`src/rtl/lcs_pkg.sv`:
```
package lcs_pkg;
  localparam int unsigned WORD_W = 32;
  localparam int unsigned DATA_W = 16;
  localparam int unsigned LANE_W = 4;
  localparam int unsigned OP_W   = 8;

  localparam int unsigned ST_ACK_BIT  = 15;
  localparam int unsigned ST_BUSY_BIT = 14;

  typedef struct packed {
    logic [DATA_W-1:0] data;
    logic              svc_req;
    logic              rst_flag;
    logic              set_get;
    logic              rsvd;
    logic [LANE_W-1:0] lane;
    logic [OP_W-1:0]   opcode;
  } cmd_word_t;

  typedef enum logic [2:0] {
    S_IDLE,
    S_WR_SET,
    S_POLL_SET,
    S_WR_CLR,
    S_POLL_CLR
  } seq_state_e;
endpackage

```
`src/rtl/lcs_addr_map.sv`:
```
module lcs_addr_map #(
  parameter int unsigned          CHAN_W      = 4,
  parameter int unsigned          CH_PER_GRP  = 4,
  parameter logic [31:0]          BASE_ADDR   = 32'h0009_003C,
  parameter logic [31:0]          GRP_STRIDE  = 32'h0040_0000,
  parameter logic [31:0]          STS_OFFSET  = 32'h0000_0004
) (
  input  logic [CHAN_W-1:0] chan_i,
  output logic [31:0]       req_addr_o,
  output logic [31:0]       sts_addr_o
);
  localparam int unsigned GRP_SHIFT = $clog2(CH_PER_GRP);
  localparam int unsigned GRP_W     = (CHAN_W > GRP_SHIFT) ? CHAN_W - GRP_SHIFT : 1;

  logic [GRP_W-1:0] grp;

  generate
    if (CHAN_W > GRP_SHIFT) begin : g_grp
      assign grp = chan_i[CHAN_W-1:GRP_SHIFT];
    end else begin : g_single
      assign grp = '0;
    end
  endgenerate

  always_comb begin
    req_addr_o = BASE_ADDR + GRP_STRIDE * 32'(grp);
    sts_addr_o = req_addr_o + STS_OFFSET;
  end
endmodule

```
`src/rtl/lcs_word_pack.sv`:
```
module lcs_word_pack
  import lcs_pkg::*;
(
  input  logic [DATA_W-1:0] data_i,
  input  logic              svc_req_i,
  input  logic              rst_flag_i,
  input  logic              set_i,
  input  logic [LANE_W-1:0] lane_i,
  input  logic [OP_W-1:0]   opcode_i,
  output logic [WORD_W-1:0] word_o
);
  cmd_word_t w;

  always_comb begin
    w.data     = data_i;
    w.svc_req  = svc_req_i;
    w.rst_flag = rst_flag_i;
    w.set_get  = set_i;
    w.rsvd     = 1'b0;
    w.lane     = lane_i;
    w.opcode   = opcode_i;
    word_o     = w;
  end
endmodule

```
`src/rtl/lcs_poll_timer.sv`:
```
module lcs_poll_timer #(
  parameter int unsigned TMO_W = 16
) (
  input  logic             clk_i,
  input  logic             rst_ni,
  input  logic             clr_i,
  input  logic             inc_i,
  input  logic [TMO_W-1:0] limit_i,
  output logic             last_o
);
  logic [TMO_W-1:0] cnt_q;
  logic [TMO_W:0]   eff_limit;
  logic [TMO_W:0]   next_cnt;

  // zero limit still allows one read
  always_comb begin
    eff_limit = (limit_i == '0) ? (TMO_W+1)'(1) : {1'b0, limit_i};
    next_cnt  = {1'b0, cnt_q} + (TMO_W+1)'(1);
    last_o    = (next_cnt >= eff_limit);
  end

  always_ff @(posedge clk_i or negedge rst_ni) begin
    if (!rst_ni)       cnt_q <= '0;
    else if (clr_i)    cnt_q <= '0;
    else if (inc_i)    cnt_q <= next_cnt[TMO_W-1:0];
  end

  AST_TMR_CLR: assert property (@(posedge clk_i) disable iff (!rst_ni)
    clr_i |=> (cnt_q == '0));
endmodule

```
`src/rtl/lane_cmd_seq.sv`:
```
module lane_cmd_seq
  import lcs_pkg::*;
#(
  parameter int unsigned CHAN_W     = 4,
  parameter int unsigned CH_PER_GRP = 4,
  parameter int unsigned TMO_W      = 16,
  parameter logic [31:0] BASE_ADDR  = 32'h0009_003C,
  parameter logic [31:0] GRP_STRIDE = 32'h0040_0000
) (
  input  logic              clk_i,
  input  logic              rst_ni,
  input  logic              cmd_valid_i,
  output logic              cmd_ready_o,
  input  logic [15:0]       cmd_data_i,
  input  logic              cmd_reset_i,
  input  logic              cmd_set_i,
  input  logic [3:0]        cmd_lane_i,
  input  logic [7:0]        cmd_opcode_i,
  input  logic [CHAN_W-1:0] cmd_chan_i,
  input  logic [TMO_W-1:0]  timeout_i,
  output logic              bus_req_o,
  output logic              bus_we_o,
  output logic [31:0]       bus_addr_o,
  output logic [31:0]       bus_wdata_o,
  input  logic              bus_ack_i,
  input  logic [31:0]       bus_rdata_i,
  output logic              busy_o,
  output logic              done_o,
  output logic              error_o,
  output logic [31:0]       status_o
);
  seq_state_e state_q;

  logic [DATA_W-1:0] data_q;
  logic              rst_q, set_q;
  logic [LANE_W-1:0] lane_q;
  logic [OP_W-1:0]   op_q;
  logic [CHAN_W-1:0] chan_q;
  logic [31:0]       status_q;
  logic              error_q, done_q;

  logic [31:0] req_addr, sts_addr, word;
  logic        is_write, set_ok, clr_ok, tmr_clr, tmr_inc, tmr_last;

  lcs_addr_map #(
    .CHAN_W(CHAN_W), .CH_PER_GRP(CH_PER_GRP),
    .BASE_ADDR(BASE_ADDR), .GRP_STRIDE(GRP_STRIDE), .STS_OFFSET(32'h4)
  ) i_addr (
    .chan_i(chan_q), .req_addr_o(req_addr), .sts_addr_o(sts_addr)
  );

  lcs_word_pack i_pack (
    .data_i(data_q), .svc_req_i(state_q == S_WR_SET), .rst_flag_i(rst_q),
    .set_i(set_q), .lane_i(lane_q), .opcode_i(op_q), .word_o(word)
  );

  lcs_poll_timer #(.TMO_W(TMO_W)) i_tmr (
    .clk_i(clk_i), .rst_ni(rst_ni), .clr_i(tmr_clr), .inc_i(tmr_inc),
    .limit_i(timeout_i), .last_o(tmr_last)
  );

  always_comb begin
    is_write = (state_q == S_WR_SET) || (state_q == S_WR_CLR);
    set_ok   = bus_rdata_i[ST_ACK_BIT] && !bus_rdata_i[ST_BUSY_BIT];
    clr_ok   = !bus_rdata_i[ST_ACK_BIT];
    tmr_clr  = bus_ack_i && is_write;
    tmr_inc  = bus_ack_i && ((state_q == S_POLL_SET && !set_ok) ||
                             (state_q == S_POLL_CLR && !clr_ok));
  end

  always_ff @(posedge clk_i or negedge rst_ni) begin
    if (!rst_ni) begin
      state_q  <= S_IDLE;
      data_q   <= '0;
      rst_q    <= 1'b0;
      set_q    <= 1'b0;
      lane_q   <= '0;
      op_q     <= '0;
      chan_q   <= '0;
      status_q <= '0;
      error_q  <= 1'b0;
      done_q   <= 1'b0;
    end else begin
      done_q <= 1'b0;
      unique case (state_q)
        S_IDLE: if (cmd_valid_i) begin
          data_q  <= cmd_data_i;
          rst_q   <= cmd_reset_i;
          set_q   <= cmd_set_i;
          lane_q  <= cmd_lane_i;
          op_q    <= cmd_opcode_i;
          chan_q  <= cmd_chan_i;
          error_q <= 1'b0;
          state_q <= S_WR_SET;
        end
        S_WR_SET: if (bus_ack_i) state_q <= S_POLL_SET;
        S_POLL_SET: if (bus_ack_i) begin
          status_q <= bus_rdata_i;
          if (set_ok) state_q <= S_WR_CLR;
          else if (tmr_last) begin
            error_q <= 1'b1;
            state_q <= S_WR_CLR;
          end
        end
        S_WR_CLR: if (bus_ack_i) state_q <= S_POLL_CLR;
        S_POLL_CLR: if (bus_ack_i) begin
          status_q <= bus_rdata_i;
          if (clr_ok) begin
            done_q  <= 1'b1;
            state_q <= S_IDLE;
          end else if (tmr_last) begin
            error_q <= 1'b1;
            done_q  <= 1'b1;
            state_q <= S_IDLE;
          end
        end
        default: state_q <= S_IDLE;
      endcase
    end
  end

  assign cmd_ready_o = (state_q == S_IDLE);
  assign busy_o      = (state_q != S_IDLE);
  assign bus_req_o   = (state_q != S_IDLE);
  assign bus_we_o    = is_write;
  assign bus_addr_o  = is_write ? req_addr : sts_addr;
  assign bus_wdata_o = is_write ? word : '0;
  assign done_o      = done_q;
  assign error_o     = error_q;
  assign status_o    = status_q;

  AST_REQ_HOLD: assert property (@(posedge clk_i) disable iff (!rst_ni)
    (bus_req_o && !bus_ack_i) |=> (bus_req_o && $stable(bus_we_o) &&
      $stable(bus_addr_o) && $stable(bus_wdata_o)));
  AST_POLL_AFTER_SET: assert property (@(posedge clk_i) disable iff (!rst_ni)
    (bus_req_o && bus_we_o && bus_wdata_o[15] && bus_ack_i) |=>
      (bus_req_o && !bus_we_o));
  AST_CLR_AFTER_POLL: assert property (@(posedge clk_i) disable iff (!rst_ni)
    (state_q == S_POLL_SET && bus_ack_i) |=>
      (state_q == S_POLL_SET || (bus_we_o && !bus_wdata_o[15])));
  AST_RSVD_ZERO: assert property (@(posedge clk_i) disable iff (!rst_ni)
    (bus_req_o && bus_we_o) |-> !bus_wdata_o[12]);
  AST_DONE_PULSE: assert property (@(posedge clk_i) disable iff (!rst_ni)
    done_o |=> !done_o);
  AST_DONE_IDLE: assert property (@(posedge clk_i) disable iff (!rst_ni)
    done_o |-> (!busy_o && cmd_ready_o));
endmodule

```
`config.mk`:
```
export PLATFORM = sky130hd
export DESIGN_NAME = lane_cmd_seq
export DESIGN_NICKNAME = d
export VERILOG_FILES = /design/src/rtl/lcs_pkg.sv /design/src/rtl/lcs_addr_map.sv /design/src/rtl/lcs_word_pack.sv /design/src/rtl/lcs_poll_timer.sv /design/src/rtl/lane_cmd_seq.sv
export SDC_FILE = /design/constraint.sdc
export NUM_CORES = 1
export LEC_CHECK = 0
export BUFFER_PORTS_ARGS = -buffer_cell sky130_fd_sc_hd__buf_4
export CORE_UTILIZATION = 40
export CTS_CLUSTER_DIAMETER = 80
export DETAILED_ROUTE_END_ITERATION = 6
export GPL_TIMING_DRIVEN = 0
export PLACE_DENSITY = 0.68
export REMOVE_ABC_BUFFERS = 1
export SETUP_SLACK_MARGIN = 0.1
export SLEW_MARGIN = 0
export SYNTH_ARGS = -nofsm -noshare
export SYNTH_HDL_FRONTEND = slang
export SYNTH_SLANG_ARGS = --single-unit
```
`constraint.sdc`:
```
create_clock -name clk_i -period 4.2 [get_ports clk_i]
set_clock_uncertainty 0.15 [all_clocks]
set_input_delay 1.26 -clock clk_i [delete_from_list [all_inputs] [get_ports clk_i]]
set_output_delay 1.26 -clock clk_i [all_outputs]
set_load 0.05 [all_outputs]
```
==> results.toml <==
[setup_path]
crit_arrival_ns = 2.43
startpoint = "state_q[0]$_DFFE_PN0P_"
worstPathMaxFanout = 46
endpoint_kind = "primary output"
crit_chain = "inv_1, nor2_4, inv_1, nor2_1, buf_4"
reg2reg_depth = 10
rr_startpoint = "i_tmr.cnt_q[0]$_DFFE_PN0P_"
reg2reg_to = "state_q[0]$_DFFE_PN0P_"
cp.required_ns = 2.79
slowest_stage = "nor2_4"
cpMostUsedCell = "inv_1"
cp-start-kind = "flip-flop"
rrSetupSlack_ns = 0.57
critical_path_class = "reg2out"
max_stage_delay_ns = 0.76

[sta]
whs_ns = 0.3452
tightest_slew_ns = 1.058
fin_crit_ns = 3.844
setup_viol = 0
max_slew_margin = 0.2947
tns_ns = 0
grt_setup_unrepaired = "false"
finalCritPeriodShare = 0.9151
setup_slack_ns = 0.3565
hold_viol = 0
fmax_ghz = 0.2602
drv_slew = 0

[global_route]
grt_overflow = 0
grt_max_degree = 86
grt.total_usage = 0.1776
grt_pass1_vias = 3452
grt_pass1_wl_um = 16360
antenna_found_initial = 0

[routing]
drt-total-wl_um = 10490
drt-wirelength-per-cell_um = 14.82
drtIter0Drc = 112
drc = 0
first_pass_iters = 5
vias = 3572
ant_nets = 0
viasPerCell = 5.045

[hold_path]
min_to = "lane_q[0]$_DFFE_PN0P_"
min_from = "lane_q[0]$_DFFE_PN0P_"
hold_path_class = "reg2reg"
hold_depth = 1

[run_status]
status = "completed"

[synthesis]
synth_largest_area_cell = "dfrtp_1"
ys_ff_latch = 85
ys_top_cells_by_area = "dfrtp_1, mux2_2, buf_4, ha_1, and2_1"
yosys_warnings = 0
synth_top_area_frac = 0.4618
ys_seq_area_frac = 0.4618
synth_edf_count = 0
async_flop_share = 1.000
syn_area_per_cell_um2 = 10.99
synth-main-ff-cell = "dfrtp_1"
synth_cells = 419
synthDistinctLibCells = 49
syn_area_um2 = 4606

[pwr]
p_leak_nw = 3.034
irDropWorstVdd_uv = 470.2
power.density_nw_per_um2 = 864.6

[finish]
syn_to_final_growth_pct = 32.17
antenna_cells = 0
layout-drive-gt1-share = 0.4384
nets = 666

[placed_design]
place_ws_ns = 0.5204
gp_congestion = 0.8580
dp_hpwl_um = 7907
portBuffers = 159

[clock_network]
root_buffer = "clkbuf_16"
postCtsHoldBufs = 0
cts_sinks = 85
cts_tree = "done"
cts_max_path_buffers = 2
ctsResizeCount = 0
post-cts-setup-buffers = 0
htreeDepth = 3
clkTransAtPathRegs_ns = 0.06
cts_buffers = 9
clk_latency_ns = 0.33

[die]
die_h_um = 109.3
num_io_pins = 188
rows = 38
core_um2 = 11030
start_util = 0.4175
die_area_um2 = 11950
die_w_um = 109.3

[flow_run]
drv_cap = 0
placed cells by master (no fill, tap or decap), types with 3 or more instances in the layout:
master and instances:
ha_1 17, nor2_1 12, dfrtp_1 85, o21ai_0 18, nand2_1 15, conb_1 26
nor3_1 5, xor2_1 11, a21oi_1 6, clkbuf_16 9, nor4_1 6, buf_4 159
nand4_1 10, and3_1 4, clkbuf_1 3, a31oi_1 8, inv_1 22, o31ai_1 3
and2_1 30, mux2_2 63, nand3_1 7, xnor2_1 5
report_power, final:
group / switching, mW / internal, mW / total, mW / leakage (nW)
Clock: 0.308 / 0.521 / 0.829 / 0.147
Sequential: 0.203 / 1.16 / 1.37 / 1.05
Combinational: 2.03 / 1.03 / 3.07 / 1.84
registers in the layout, summed over array words and instances, names as in the netlist:
register and count:
status_o 32, done_o 1, state_q 3, error_o 1
i_tmr.cnt_q 16, op_q 8, chan_q 2, lane_q 4
rst_q 1, data_q 16, set_q 1
routing by layer:
layer	vias up	GRT usage	part of all wire
li1	1700	-	-
met1	1712	0.2169	0.41
met2	145	0.3019	0.51
met3	15	0.04920	0.064
met4	0	0.06000	0.015
met5	-	0	0
logic make-up after synthesis:
logic type / share of synthesized area
AND/OR/NAND/NOR: 0.1364
flip-flops: 0.4618
buffers and inverters: 0.09019
multiplexers: 0.1589
AO/OA/AOI/OAI: 0.07444
adder cells (fa/ha/maj): 0.04618
XOR/XNOR: 0.03043
other: 0.001631
through the flow:
step / power (mW) / cells / instance area (um^2) / util
2_1_floorplan: 3.535 / 392 / 4367 / -
3_3_place_gp: 4.384 / 691 / 5736 / 0.5200
3_5_place_dp: 4.476 / 692 / 5777 / 0.5237
4_1_cts: 5.318 / 708 / 6086 / 0.5517
5_1_grt: 5.510 / 708 / 6087 / 0.5518
6_report: 5.263 / 708 / 6087 / 0.5518
worst max-delay path: cells and delay by family (launching register included):
kind / cells / cell delay, ns
and+or+nand+nor: 2 / 0.91
buffers and inverters: 3 / 0.73
DFF: 1 / 0.45
cell type report:
cell class	instances	area, um^2
Fill cell	966	4943
Clock inverter	4	72.57
Inverter	23	86.33
Timing Repair Buffer	160	1221
Tap cell	140	175.2
Multi-Input combinational cell	284	2168
Sequential cell	85	2127
Clock buffer	12	236.5
worst max-delay path by stage:
stage	end	slack, ns	cells past startpoint
after floorplan	bus_wdata_o[15]	-4.56	4
final	bus_wdata_o[15]	0.36	5
after CTS	bus_wdata_o[15]	0.33	5
after global placement	bus_wdata_o[15]	-0.60	5
after global routing	bus_wdata_o[15]	0.14	5
after detailed placement	status_o[3]$_DFFE_PN0P_	0.52	5
synth_stat cells (2+ instances only):
| cell | instances |
|---|---|
| dfrtp_1 | 85 |
| o31ai_1 | 3 |
| and3_1 | 4 |
| nor2b_1 | 2 |
| nor3_1 | 5 |
| buf_4 | 34 |
| o41ai_1 | 2 |
| conb_1 | 2 |
| buf_2 | 8 |
| mux2_2 | 63 |
| or3_1 | 2 |
| and2_1 | 31 |
| nand4_2 | 2 |
| nand3_1 | 7 |
| mux2_1 | 2 |
| nand2b_1 | 2 |
| nand4_1 | 10 |
| a31oi_1 | 8 |
| a21oi_1 | 6 |
| a211oi_1 | 2 |
| clkbuf_1 | 9 |
| nor2_1 | 13 |
| nand2_1 | 15 |
| o22ai_1 | 2 |
| a21o_1 | 2 |
| xnor2_1 | 5 |
| inv_1 | 22 |
| nor3_2 | 2 |
| ha_1 | 17 |
| nor4_1 | 6 |
| xor2_1 | 11 |
| o21ai_0 | 18 |
No activity file was read; power rests on OpenSTA's default activity.
